`config.mk`:
```
export PLATFORM = sky130hd
export DESIGN_NAME = regframe_mapper
export DESIGN_NICKNAME = d
export VERILOG_FILES = /design/src/rtl/regframe_pkg.sv /design/src/rtl/regframe_state.sv /design/src/rtl/regframe_lane.sv /design/src/rtl/regframe_mapper.sv
export SDC_FILE = /design/constraint.sdc
export NUM_CORES = 1
export LEC_CHECK = 0
export BUFFER_PORTS_ARGS = -buffer_cell sky130_fd_sc_hd__buf_2
export CORE_ASPECT_RATIO = 1.25
export CORE_MARGIN = 4
export CORE_UTILIZATION = 55
export CTS_BUF_LIST = sky130_fd_sc_hd__clkbuf_16
export DETAILED_ROUTE_END_ITERATION = 6
export HOLD_SLACK_MARGIN = 0.02
export PLACE_DENSITY = 0.78
export SYNTH_ARGS = -nofsm -noshare
export SYNTH_HDL_FRONTEND = slang
export SYNTH_SLANG_ARGS = --single-unit
```
`constraint.sdc`:
```
create_clock -name clk_i -period 4.55 [get_ports clk_i]
set_clock_uncertainty 0.2 [all_clocks]
set_input_delay 0.455 -clock clk_i [delete_from_list [all_inputs] [get_ports clk_i]]
set_output_delay 0.455 -clock clk_i [all_outputs]
set_load 0.02 [all_outputs]
```
`src/rtl/regframe_pkg.sv`:
```
package regframe_pkg;
  localparam int unsigned RF_LOG_W = 7;
  localparam int unsigned RF_NPHYS = 128;
  localparam int unsigned RF_NGLOB = 32;

  typedef logic [RF_LOG_W-1:0] rnum_t;

  // Current frame: total size, rotating size, rotation offset
  typedef struct packed {
    rnum_t size;
    rnum_t rsz;
    rnum_t rot;
  } frame_t;
endpackage

```
`src/rtl/regframe_state.sv`:
```
module regframe_state
  import regframe_pkg::*;
#(
  parameter int unsigned NSTK = RF_NPHYS - RF_NGLOB
) (
  input  logic   clk_i,
  input  logic   rst_n_i,
  input  logic   alloc_i,
  input  rnum_t  cnt_in_i,
  input  rnum_t  cnt_loc_i,
  input  rnum_t  cnt_out_i,
  input  logic   step_i,
  output frame_t frm_o
);
  localparam int unsigned SW = RF_LOG_W + 2;
  localparam logic [SW-1:0] NSTK_W = SW'(NSTK);

  logic [SW-1:0] total;
  logic [SW-1:0] rot_total;
  logic          fits;
  frame_t        frm_q;

  always_comb begin
    rot_total = SW'(cnt_in_i) + SW'(cnt_loc_i);
    total     = rot_total + SW'(cnt_out_i);
    fits      = (total <= NSTK_W);
  end

  always_ff @(posedge clk_i) begin
    if (!rst_n_i) begin
      frm_q <= '0;
    end else if (alloc_i) begin
      if (fits) begin
        frm_q.size <= rnum_t'(total);
        frm_q.rsz  <= rnum_t'(rot_total);
        frm_q.rot  <= '0;
      end
    end else if (step_i && (frm_q.rsz != '0)) begin
      frm_q.rot <= (frm_q.rot == '0) ? frm_q.rsz - rnum_t'(1) : frm_q.rot - rnum_t'(1);
    end
  end

  assign frm_o = frm_q;
endmodule

```
`src/rtl/regframe_lane.sv`:
```
module regframe_lane
  import regframe_pkg::*;
#(
  parameter int unsigned NGLOB = RF_NGLOB
) (
  input  rnum_t  lg_i,
  input  frame_t frm_i,
  output rnum_t  phys_o,
  output logic   oof_o,
  output logic   zero_o
);
  localparam rnum_t GBASE = rnum_t'(NGLOB);
  localparam int unsigned WW = RF_LOG_W + 1;

  logic          is_glob;
  rnum_t         off;
  logic [WW-1:0] spin;
  logic [WW-1:0] wrapped;
  rnum_t         idx;

  always_comb begin
    is_glob = (lg_i < GBASE);
    off     = lg_i - GBASE;
    spin    = WW'(off) + WW'(frm_i.rot);
    wrapped = (spin >= WW'(frm_i.rsz)) ? spin - WW'(frm_i.rsz) : spin;
    idx     = (off < frm_i.rsz) ? rnum_t'(wrapped) : off;
    oof_o   = !is_glob && (off >= frm_i.size);
    zero_o  = (lg_i == '0);
    if (is_glob)    phys_o = lg_i;
    else if (oof_o) phys_o = '0;
    else            phys_o = idx + GBASE;
  end
endmodule

```
`src/rtl/regframe_mapper.sv`:
```
module regframe_mapper
  import regframe_pkg::*;
#(
  parameter int unsigned NLANE = 3,
  parameter int unsigned NGLOB = RF_NGLOB
) (
  input  logic                      clk_i,
  input  logic                      rst_n_i,
  input  logic [NLANE*RF_LOG_W-1:0] log_i,
  output logic [NLANE*RF_LOG_W-1:0] phys_o,
  output logic [NLANE-1:0]          oof_o,
  output logic [NLANE-1:0]          zero_o,
  input  logic                      dst_we_i,
  output logic                      dst_we_o,
  input  logic                      alloc_i,
  input  logic [RF_LOG_W-1:0]       alloc_in_i,
  input  logic [RF_LOG_W-1:0]       alloc_loc_i,
  input  logic [RF_LOG_W-1:0]       alloc_out_i,
  input  logic                      rot_step_i
);
  localparam int unsigned NSTK = RF_NPHYS - NGLOB;
  localparam int unsigned DST  = NLANE - 1;

  frame_t frm;

  regframe_state #(.NSTK(NSTK)) state_i (
    .clk_i     (clk_i),
    .rst_n_i   (rst_n_i),
    .alloc_i   (alloc_i),
    .cnt_in_i  (alloc_in_i),
    .cnt_loc_i (alloc_loc_i),
    .cnt_out_i (alloc_out_i),
    .step_i    (rot_step_i),
    .frm_o     (frm)
  );

  for (genvar g = 0; g < NLANE; g++) begin : g_lane
    regframe_lane #(.NGLOB(NGLOB)) lane_i (
      .lg_i   (log_i[g*RF_LOG_W +: RF_LOG_W]),
      .frm_i  (frm),
      .phys_o (phys_o[g*RF_LOG_W +: RF_LOG_W]),
      .oof_o  (oof_o[g]),
      .zero_o (zero_o[g])
    );
  end

  assign dst_we_o = dst_we_i & ~zero_o[DST] & ~oof_o[DST];
endmodule

```
==> results.txt, run 1 <==
Via Count: 4848
startpoint class of the critical path: register
global-route wire length before repair: 21100 microns
share of flip-flops with an asynchronous set or reset: 0
H-tree Lvls: 1
CP Buf/Inv Count: 3
Longest Clk Path Bufs: 2
number of hold buffers added after cts: 0
Post-Syn Area per Cell: 7.73 sq um
flops & latches, synth: 21
crit-path max FO: 6
Worst-path clk slew: 0.06 ns
Setup CP Type: register to output pin
io pins: 75
Congestion Overflow GR: 0
part of the power in registers: 0.106
Logic pwr share: 0.824
crit-path cells: ha_1 > inv_1 > fa_1 > nor2b_1 > o31a_1 > or4b_1 > nand3_1 > ha_1 > nor3_2 > a21oi_2 > or2_2 > buf_4 > mux2_2 > o21ai_0 > buf_2
CP max-delay cell: or4b_1
Via-to-Cell Ratio: 6.22
CTS Sinks: 21
total power: 2.65 mW
sw frac: 0.522
Overall Global Routing Usage: 0.244
Synthesis Warnings: 0
area delta synth->final: 12.5%
Area contributors post-synth: ha_1 26%, dfxtp_1 8.9%, o21ai_0 5.5%, a21oi_1 4.7%, nand2_1 4.6%
P_leak: 2.52 nW
Routability Congestion: 0.961
Final min period: 4.37 ns
drt first pass iters: 5
Slew Limit Fails: 0
EDFF count, synth: 0
CTS tree: done
syn nets: 769
Die Wd: 91.1 microns
routed len/inst: 16.5 microns
Clk pwr share: 0.070
most common cell in the synthesized netlist: ha_1
internal power: 1.27 mW
final wirelength: 12900 microns
Worst Path Required: 3.89 ns
Worst-Margin Slew: 0.556 ns
max_cap viols: 0
fin crit share: 0.961
Mapped Area: 4750 sq um
DPL Wire Length: 10200 microns
Port Buf Inserts: 74
status: finished clean
final hold violation count: 0
row cnt: 37
die area: 10200 sq um
DRC: 0
VDD IR max: 245 uV
commonest cells in the netlist: 100 x ha_1, 58 x nand2_1, 52 x o21ai_0
Cells after Synth: 614
CP max stage delay: 0.48 ns
TritonCTS Buffers: 3
final setup violation count: 0
core area: 8330 sq um
pwr/cell area: 496 nW/um^2
Net Sw Power: 1.38 mW
Seq/Total Area, Yosys: 0.0886
Die Ht: 112 microns
slew margin rel.: 0.629
max reg flops: 21
initial antenna violation count: 0
Clk Tree Root Cell: clkbuf_16
Most common cell on crit path: ha_1
Initial DRC Count: 153
worst hold path type: register to register
Routed Antenna Nets: 0
Synth Flop Type: dfxtp_1
maximum clock rate: 0.229 GHz
hold_ws: 0.257 ns
largest net degree at the start of global routing: 32
setup TNS: 0 ns
initial core utilization: 0.570
vias in the first global route: 4643
area leader, netlist: ha_1
Crit. End Element: output pin
Final Net Count: 839
top cell type's share of synthesized area: 0.264
Worst EP arrival: 3.72 ns
fraction of layout cells with a size suffix above 1: 0.176
delay-heaviest family, CP: simple AND/OR/NAND/NOR gates
count of cell types in the netlist: 58
clk_lat worst skew: 0.25 ns
diode count: 0
worst register-to-register path: cells and delay by family (launching register included):
family	cells	cell delay, ns
AOI/OAI and AO/OA	4	0.59
and+or+nand+nor	5	1.28
adders and majority gates	1	0.27
DFF	1	0.38
final cells by class:
| class | instances | area, sq um |
|---|---|---|
| multi-input combinational | 534 | 4130 |
| clock inverter | 1 | 3.75 |
| timing repair buffer | 80 | 415 |
| inverter | 44 | 169 |
| clock buffer | 3 | 75.1 |
| sequential | 21 | 429 |
| fill | 735 | 2990 |
| tap | 97 | 121 |
timing repair:
action	CTS	global route
pin swaps	0	3
endpoints found under the setup margin	1	17
resized for setup	1	20
gates cloned	0	0
buffers inserted	0	1
metrics by stage:
stage	area, sq um	utilization	setup WS (ns)	std cells
after floorplan	4750	-	0.357	614
after global placement	5170	0.621	0.238	775
after detailed placement	5170	0.621	0.112	775
after CTS	5260	0.631	0.0242	779
after global routing	5340	0.641	-0.0389	780
final	5340	0.641	0.178	780
worst paths after layout:
path | start | endpoint | slack (ns) | cells after the start
worst max-delay path | state_i.frm_o[0] | phys_o[1] | 0.18 | 15
worst min-delay path | state_i.frm_o[17] | state_i.frm_o[17] | 0.26 | 2
worst max register to register | state_i.frm_o[0] | state_i.frm_o[6] | 1.77 | 10
worst min register to register | state_i.frm_o[17] | state_i.frm_o[17] | 0.26 | 2
per-layer routing:
layer  track usage  routed length, microns  share of wire
met5             0                       0              0
met4        0.0664                     243          0.019
met3        0.0223                     588          0.046
met2         0.449                    6490           0.50
met1         0.301                    5540           0.43
placed cells by master (no fill, tap or decap), types with 9 or more instances in the layout:
master,count
o21ai_0,52
nor3_1,10
xor2_1,16
nand2b_1,9
nor2_1,30
a21oi_1,41
nand2_1,58
inv_1,44
nand3_1,14
buf_2,74
nor4_1,10
ha_1,99
nor2b_1,15
xnor2_1,21
dfxtp_1,18
a21o_1,21
cell families after synthesis:
group	share of synthesized area
adders and majority gates	0.297
xor gates and xnor gates	0.0683
buffers and inverters	0.0567
and+or+nand+nor	0.198
muxes	0.0240
DFF	0.0886
AOI/OAI and AO/OA	0.268
power by group through the flow:
stage / sequential [mW] / combinational (mW) / clock [mW]
5_1_grt: 0.284 / 2.42 / 0.191
3_3_place_gp: 0.276 / 1.98 / 0
6_report: 0.280 / 2.18 / 0.184
4_1_cts: 0.273 / 2.07 / 0.183
3_5_place_dp: 0.277 / 2.05 / 0
2_1_floorplan: 0.257 / 1.62 / 0
Note: power is estimated with default switching activity, not from simulation.
==> run 2, diff against run 1 <==
==> constraint.sdc (replaced) <==
create_clock -name clk_i -period 4.1 [get_ports clk_i]
set_clock_uncertainty 0.2 [all_clocks]
set_input_delay 0.615 -clock clk_i [delete_from_list [all_inputs] [get_ports clk_i]]
set_output_delay 0.615 -clock clk_i [all_outputs]
set_load 0.02 [all_outputs]
==> results.txt, run 2 (synthesis gave the netlist of run 1 again) <==
status: finished, violations left (was finished clean)
failing checks: negative setup slack
Overall Global Routing Usage: 0.294 (was 0.244)
DRC: 0 (unchanged)
Routed Antenna Nets: 0 (unchanged)
Initial DRC Count: 465 (was 153)
Via Count: 5914 (was 4848)
final setup violation count: 21 (was 0)
row cnt: 37 (unchanged)
area of the multi-input gates: 4730 sq um (was 4130 sq um)
Die Wd: 91.1 microns (unchanged)
Clk Tree Root Cell: clkbuf_16 (unchanged)
P_leak: 3.22 nW (was 2.52 nW)
commonest non-fill, non-tap cell in the layout: buf_4 (was ha_1)
diode count: 0 (unchanged)
fraction of layout cells with a size suffix above 1: 0.396 (was 0.176)
Worst EP arrival: 3.62 ns (was 3.72 ns)
DPL Wire Length: 11800 microns (was 10200 microns)
fillers: 478 (was 735)
most frequent cells in the layout: 126 x buf_4, 84 x ha_1, 57 x nand2_1, 52 x buf_2, 39 x inv_1 (was 99 x ha_1, 74 x buf_2, 58 x nand2_1, 52 x o21ai_0, 44 x inv_1)
Congestion Overflow GR: 0 (unchanged)
core area: 8330 sq um (unchanged)
Die Ht: 112 microns (unchanged)
reg-to-reg setup timing slack: 1.07 ns (was 1.77 ns)
CP Buf/Inv Count: 4 (was 3)
CTS Sinks: 21 (unchanged)
final wirelength: 18600 microns (was 12900 microns)
Worst-path clk slew: 0.06 ns (about the same)
CTS tree: done (unchanged)
largest net degree at the start of global routing: 32 (unchanged)
delay-heaviest family, CP: simple AND/OR/NAND/NOR gates (unchanged)
H-tree Lvls: 1 (unchanged)
final worst slack: -0.335 ns (was 0.178 ns)
hold_ws: 0.249 ns (was 0.257 ns)
crit-path max FO: 4 (was 6)
Worst Path Required: 3.28 ns (was 3.89 ns)
pwr/cell area: 625 nW/um^2 (was 496 nW/um^2)
initial core utilization: 0.570 (unchanged)
max reg flops: 21 (unchanged)
slew margin rel.: 0.339 (was 0.629)
Final min period: 4.44 ns
Slew Limit Fails: 0 (unchanged)
Worst-Margin Slew: 0.982 ns (was 0.556 ns)
clk_lat worst skew: 0.25 ns (about the same)
io pins: 75 (unchanged)
Setup CP Type: primary input to output pin (was register to output pin)
total power: 4.36 mW (was 2.65 mW)
VDD IR max: 449 uV (was 245 uV)
global-route wire length before repair: 25300 microns (was 21100 microns)
routed len/inst: 20.7 microns (was 16.5 microns)
Via-to-Cell Ratio: 6.59 (was 6.22)
crit-path cells: buf_8 > ha_4 > inv_4 > fa_2 > nor2b_2 > o31a_1 > or4b_4 > nand3_4 > ha_4 > nor3_4 > a21oi_2 > or2_4 > buf_6 > mux2_4 > o21ai_2 > buf_6 (was ha_1 > inv_1 > fa_1 > nor2b_1 > o31a_1 > or4b_1 > nand3_1 > ha_1 > nor3_2 > a21oi_2 > or2_2 > buf_4 > mux2_2 > o21ai_0 > buf_2)
max_cap viols: 0 (unchanged)
Port Buf Inserts: 74 (unchanged)
initial antenna violation count: 0 (unchanged)
RSZ-0062 raised after global routing: true
Crit. End Element: output pin (unchanged)
die area: 10200 sq um (unchanged)
maximum clock rate: 0.225 GHz
Final Net Count: 957 (was 839)
drt first pass iters: 5 (unchanged)
worst hold path type: register to register (unchanged)
number of hold buffers added after cts: 0 (unchanged)
fin crit share: 1.08
CP max stage delay: 0.50 ns (was 0.48 ns)
TritonCTS Buffers: 3 (unchanged)
worst slack at placement: -0.379 ns (was 0.112 ns)
Longest Clk Path Bufs: 2 (unchanged)
Util after Layout: 0.836 (was 0.641)
CP max-delay cell: or4b_4 (was or4b_1)
register area: 425 sq um (was 429 sq um)
vias in the first global route: 5629 (was 4643)
startpoint class of the critical path: primary input (was register)
area delta synth->final: 46.8% (was 12.5%)
Routability Congestion: 0.909 (was 0.961)
final hold violation count: 0 (unchanged)
[run 2: changes by cell type in the layout (fill, tap and decap cells not counted), moves of 7 or more]
| cell | change |
|---|---|
| fa_2 | +7 |
| fa_1 | -7 |
| a21oi_2 | +10 |
| buf_4 | +120 |
| ha_1 | -15 |
| o21ai_1 | +18 |
| buf_6 | +15 |
| a21oi_1 | -11 |
| o21ai_0 | -21 |
| buf_2 | -22 |
| ha_4 | +16 |
[run 2: per-layer routing]
| layer | GRT usage | routed length (microns) | share of wire | vias up |
|---|---|---|---|---|
| li1 | - | - | - | 2630 |
| met1 | 0.346 | 6890 | 0.37 | 2733 |
| met2 | 0.541 | 8930 | 0.48 | 410 |
| met3 | 0.0250 | 1390 | 0.075 | 141 |
| met4 | 0.125 | 1380 | 0.074 | 0 |
| met5 | 0 | 0 | 0 | - |
[run 2: worst register-to-register path, cell delays in order, from the launching register on]
cell and delay [ns]:
dfxtp_4 0.38, buf_4 0.15, or3_1 0.39, or2_2 0.35
nor2b_1 0.33, a21oi_1 0.16, ha_1 0.27, nand2_1 0.15
nor2_1 0.06, o32ai_1 0.27, a21oi_1 0.12, o2bb2ai_1 0.13
[run 2: layout make-up]
cell class,instances,share of cell area
clock inverters,1,0.000539
clock buffers,3,0.0108
well taps,97,0.0174
flip-flops and latches,21,0.0610
inverters,44,0.0241
multi-input cells,535,0.679
repair buffers,197,0.207
[run 2: power by group]
| part | internal (mW) | leakage (nW) | total [mW] | switching, mW |
|---|---|---|---|---|
| Clock | 0.130 | 0.0423 | 0.206 | 0.0762 |
| Combinational | 1.85 | 3.00 | 3.84 | 1.99 |
| Sequential | 0.245 | 0.172 | 0.312 | 0.0677 |
| Total | 2.22 | 3.22 | 4.36 | 2.13 |
[run 2: metrics by stage]
| step | cell area, sq um | setup TNS [ns] | instances |
|---|---|---|---|
| CTS | 6490 | -2.60 | 891 |
| finish | 6970 | -3.69 | 898 |
| detailed placement | 6140 | -5.97 | 881 |
| global placement | 6140 | -4.03 | 881 |
| global route | 6970 | -5.66 | 898 |
| floorplan | 4910 | -0.295 | 614 |
[run 2: path summary, 6_finish.rpt]
path,startpoint,end,cells past startpoint
worst max register to register,state_i.frm_o[0],state_i.frm_o[6],11
worst min-delay path,state_i.frm_o[15],state_i.frm_o[15],2
worst min register to register,state_i.frm_o[15],state_i.frm_o[15],2
worst max-delay path,log_i[7],phys_o[8],16
[run 2: what timing repair did]
item                       4_1_cts  5_1_grt
gates cloned                     0        1
setup endpoints to repair       21       41
setup buffers                    6        8
resized for setup               56       91
pin swaps                       21       49
==> run 3, diff against run 2 <==
--- a/config.mk
+++ b/config.mk
@@ -6,10 +6,10 @@
 export NUM_CORES = 1
 export LEC_CHECK = 0
 export BUFFER_PORTS_ARGS = -buffer_cell sky130_fd_sc_hd__buf_2
-export CORE_ASPECT_RATIO = 1.25
 export CORE_MARGIN = 4
 export CORE_UTILIZATION = 55
 export CTS_BUF_LIST = sky130_fd_sc_hd__clkbuf_16
+export CTS_CLUSTER_DIAMETER = 30
 export DETAILED_ROUTE_END_ITERATION = 6
 export HOLD_SLACK_MARGIN = 0.02
 export PLACE_DENSITY = 0.78
==> results.txt, run 3 (synthesis gave the netlist of run 1 again) <==
Worst EP arrival: 3.54 ns (was 3.62 ns)
RSZ-0062 raised after global routing: true (unchanged)
largest net degree at the start of global routing: 32 (unchanged)
worst slack at placement: -0.364 ns (was -0.379 ns)
TritonCTS Buffers: 3 (unchanged)
P_leak: 3.28 nW (was 3.22 nW)
global-route wire length before repair: 25300 microns (about the same)
row cnt: 33 (was 37)
initial core utilization: 0.572 (was 0.570)
hold_ws: 0.254 ns (was 0.249 ns)
drt first pass iters: 7 (was 5)
die area: 10200 sq um (about the same)
Clk Tree Root Cell: clkbuf_16 (unchanged)
fin crit share: 1.06 (was 1.08)
Longest Clk Path Bufs: 2 (unchanged)
Die Wd: 101 microns (was 91.1 microns)
Via Count: 5826 (was 5914)
final worst slack: -0.253 ns (was -0.335 ns)
io pins: 75 (unchanged)
final wirelength: 18100 microns (was 18600 microns)
status: finished, violations left (unchanged)
fillers: 475 (was 478)
area delta synth->final: 48.3% (was 46.8%)
Congestion Overflow GR: 0 (unchanged)
final setup violation count: 21 (unchanged)
DRC: 0 (unchanged)
Util after Layout: 0.848 (was 0.836)
pwr/cell area: 622 nW/um^2 (was 625 nW/um^2)
core area: 8300 sq um (was 8330 sq um)
worst hold path type: register to register (unchanged)
CTS tree: done (unchanged)
H-tree Lvls: 1 (unchanged)
slew margin rel.: 0.525 (was 0.339)
vias in the first global route: 5636 (was 5629)
Via-to-Cell Ratio: 6.36 (was 6.59)
Port Buf Inserts: 74 (unchanged)
CTS Sinks: 21 (unchanged)
Worst Path Required: 3.28 ns (about the same)
clk_lat worst skew: 0.25 ns (about the same)
Final min period: 4.35 ns (was 4.44 ns)
Worst-Margin Slew: 0.705 ns (was 0.982 ns)
Crit. End Element: output pin (unchanged)
diode count: 0 (unchanged)
Overall Global Routing Usage: 0.303 (was 0.294)
DPL Wire Length: 11900 microns (was 11800 microns)
Routed Antenna Nets: 0 (unchanged)
fraction of layout cells with a size suffix above 1: 0.414 (was 0.396)
maximum clock rate: 0.230 GHz (was 0.225 GHz)
Setup CP Type: primary input to output pin (unchanged)
Worst-path clk slew: 0.06 ns (about the same)
commonest non-fill, non-tap cell in the layout: buf_4 (unchanged)
initial antenna violation count: 0 (unchanged)
Final Net Count: 967 (was 957)
most frequent cells in the layout: 140 x buf_4, 82 x ha_1, 56 x nand2_1, 49 x buf_2, 36 x inv_1 (was 126 x buf_4, 84 x ha_1, 57 x nand2_1, 52 x buf_2, 39 x inv_1)
routed len/inst: 19.8 microns (was 20.7 microns)
final hold violation count: 0 (unchanged)
VDD IR max: 541 uV (was 449 uV)
Routability Congestion: 0.985 (was 0.909)
failing checks: negative setup slack (unchanged)
max_cap viols: 0 (unchanged)
Initial DRC Count: 394 (was 465)
max reg flops: 21 (unchanged)
setup TNS: -2.32 ns (was -3.69 ns)
startpoint class of the critical path: primary input (unchanged)
Slew Limit Fails: 0 (unchanged)
crit-path max FO: 3 (was 4)
Die Ht: 101 microns (was 112 microns)
[run 3: metrics by stage]
step           power, mW  instance area, sq um  instances
2_1_floorplan       2.26                  4910        614
3_3_place_gp        3.05                  6130        890
3_5_place_dp        3.17                  6130        890
4_1_cts             3.74                  6620        904
5_1_grt             4.66                  7040        916
6_report            4.38                  7040        916
[run 3: power by group]
part	internal, mW	leakage (nW)	switching, mW
combinational	1.87	3.06	1.98
clock	0.131	0.0409	0.0764
sequential	0.245	0.172	0.0688
total	2.25	3.28	2.13
[run 3: layer usage]
layer	share of wire	up-vias	global-route usage	wire [microns]
li1	-	2667	-	-
met1	0.37	2666	0.355	6700
met2	0.47	363	0.541	8480
met3	0.087	130	0.0436	1570
met4	0.075	0	0.138	1370
met5	0	-	0	0
[run 3: area by class of cell]
class	instances	area [sq um]	share of cell area
Clock buffer	3	75.1	0.0107
Clock inverter	1	5.00	0.000711
Inverter	44	168	0.0238
Multi-Input combinational cell	534	4720	0.670
Sequential cell	21	425	0.0604
Tap cell	105	131	0.0187
Timing Repair Buffer	208	1520	0.216
[run 3: worst paths after layout]
path | start | end | slack (ns) | depth (start not counted)
max | log_i[8] | phys_o[13] | -0.25 | 15
min | state_i.frm_o[19] | state_i.frm_o[19] | 0.25 | 2
max reg2reg | state_i.frm_o[0] | state_i.frm_o[6] | 1.07 | 11
min reg2reg | state_i.frm_o[19] | state_i.frm_o[19] | 0.25 | 2
[run 3: worst max-delay path, cell delays in order]
cell and delay (ns):
buf_2 0.12, ha_1 0.33, a211oi_1 0.26, o21ai_0 0.15, o21ai_1 0.20, xnor2_1 0.18, ha_1 0.36, o221ai_2 0.11
a21oi_2 0.20, nor4_2 0.06, buf_4 0.16, a311oi_4 0.28, xor2_1 0.21, a22o_1 0.17, buf_6 0.12
[run 3: repair_timing]
action	CTS	global route
setup endpoints to repair	21	42
gates cloned	0	1
pin swaps	23	35
resized for setup	79	85
buffers inserted	10	12
hold buffers	0	0
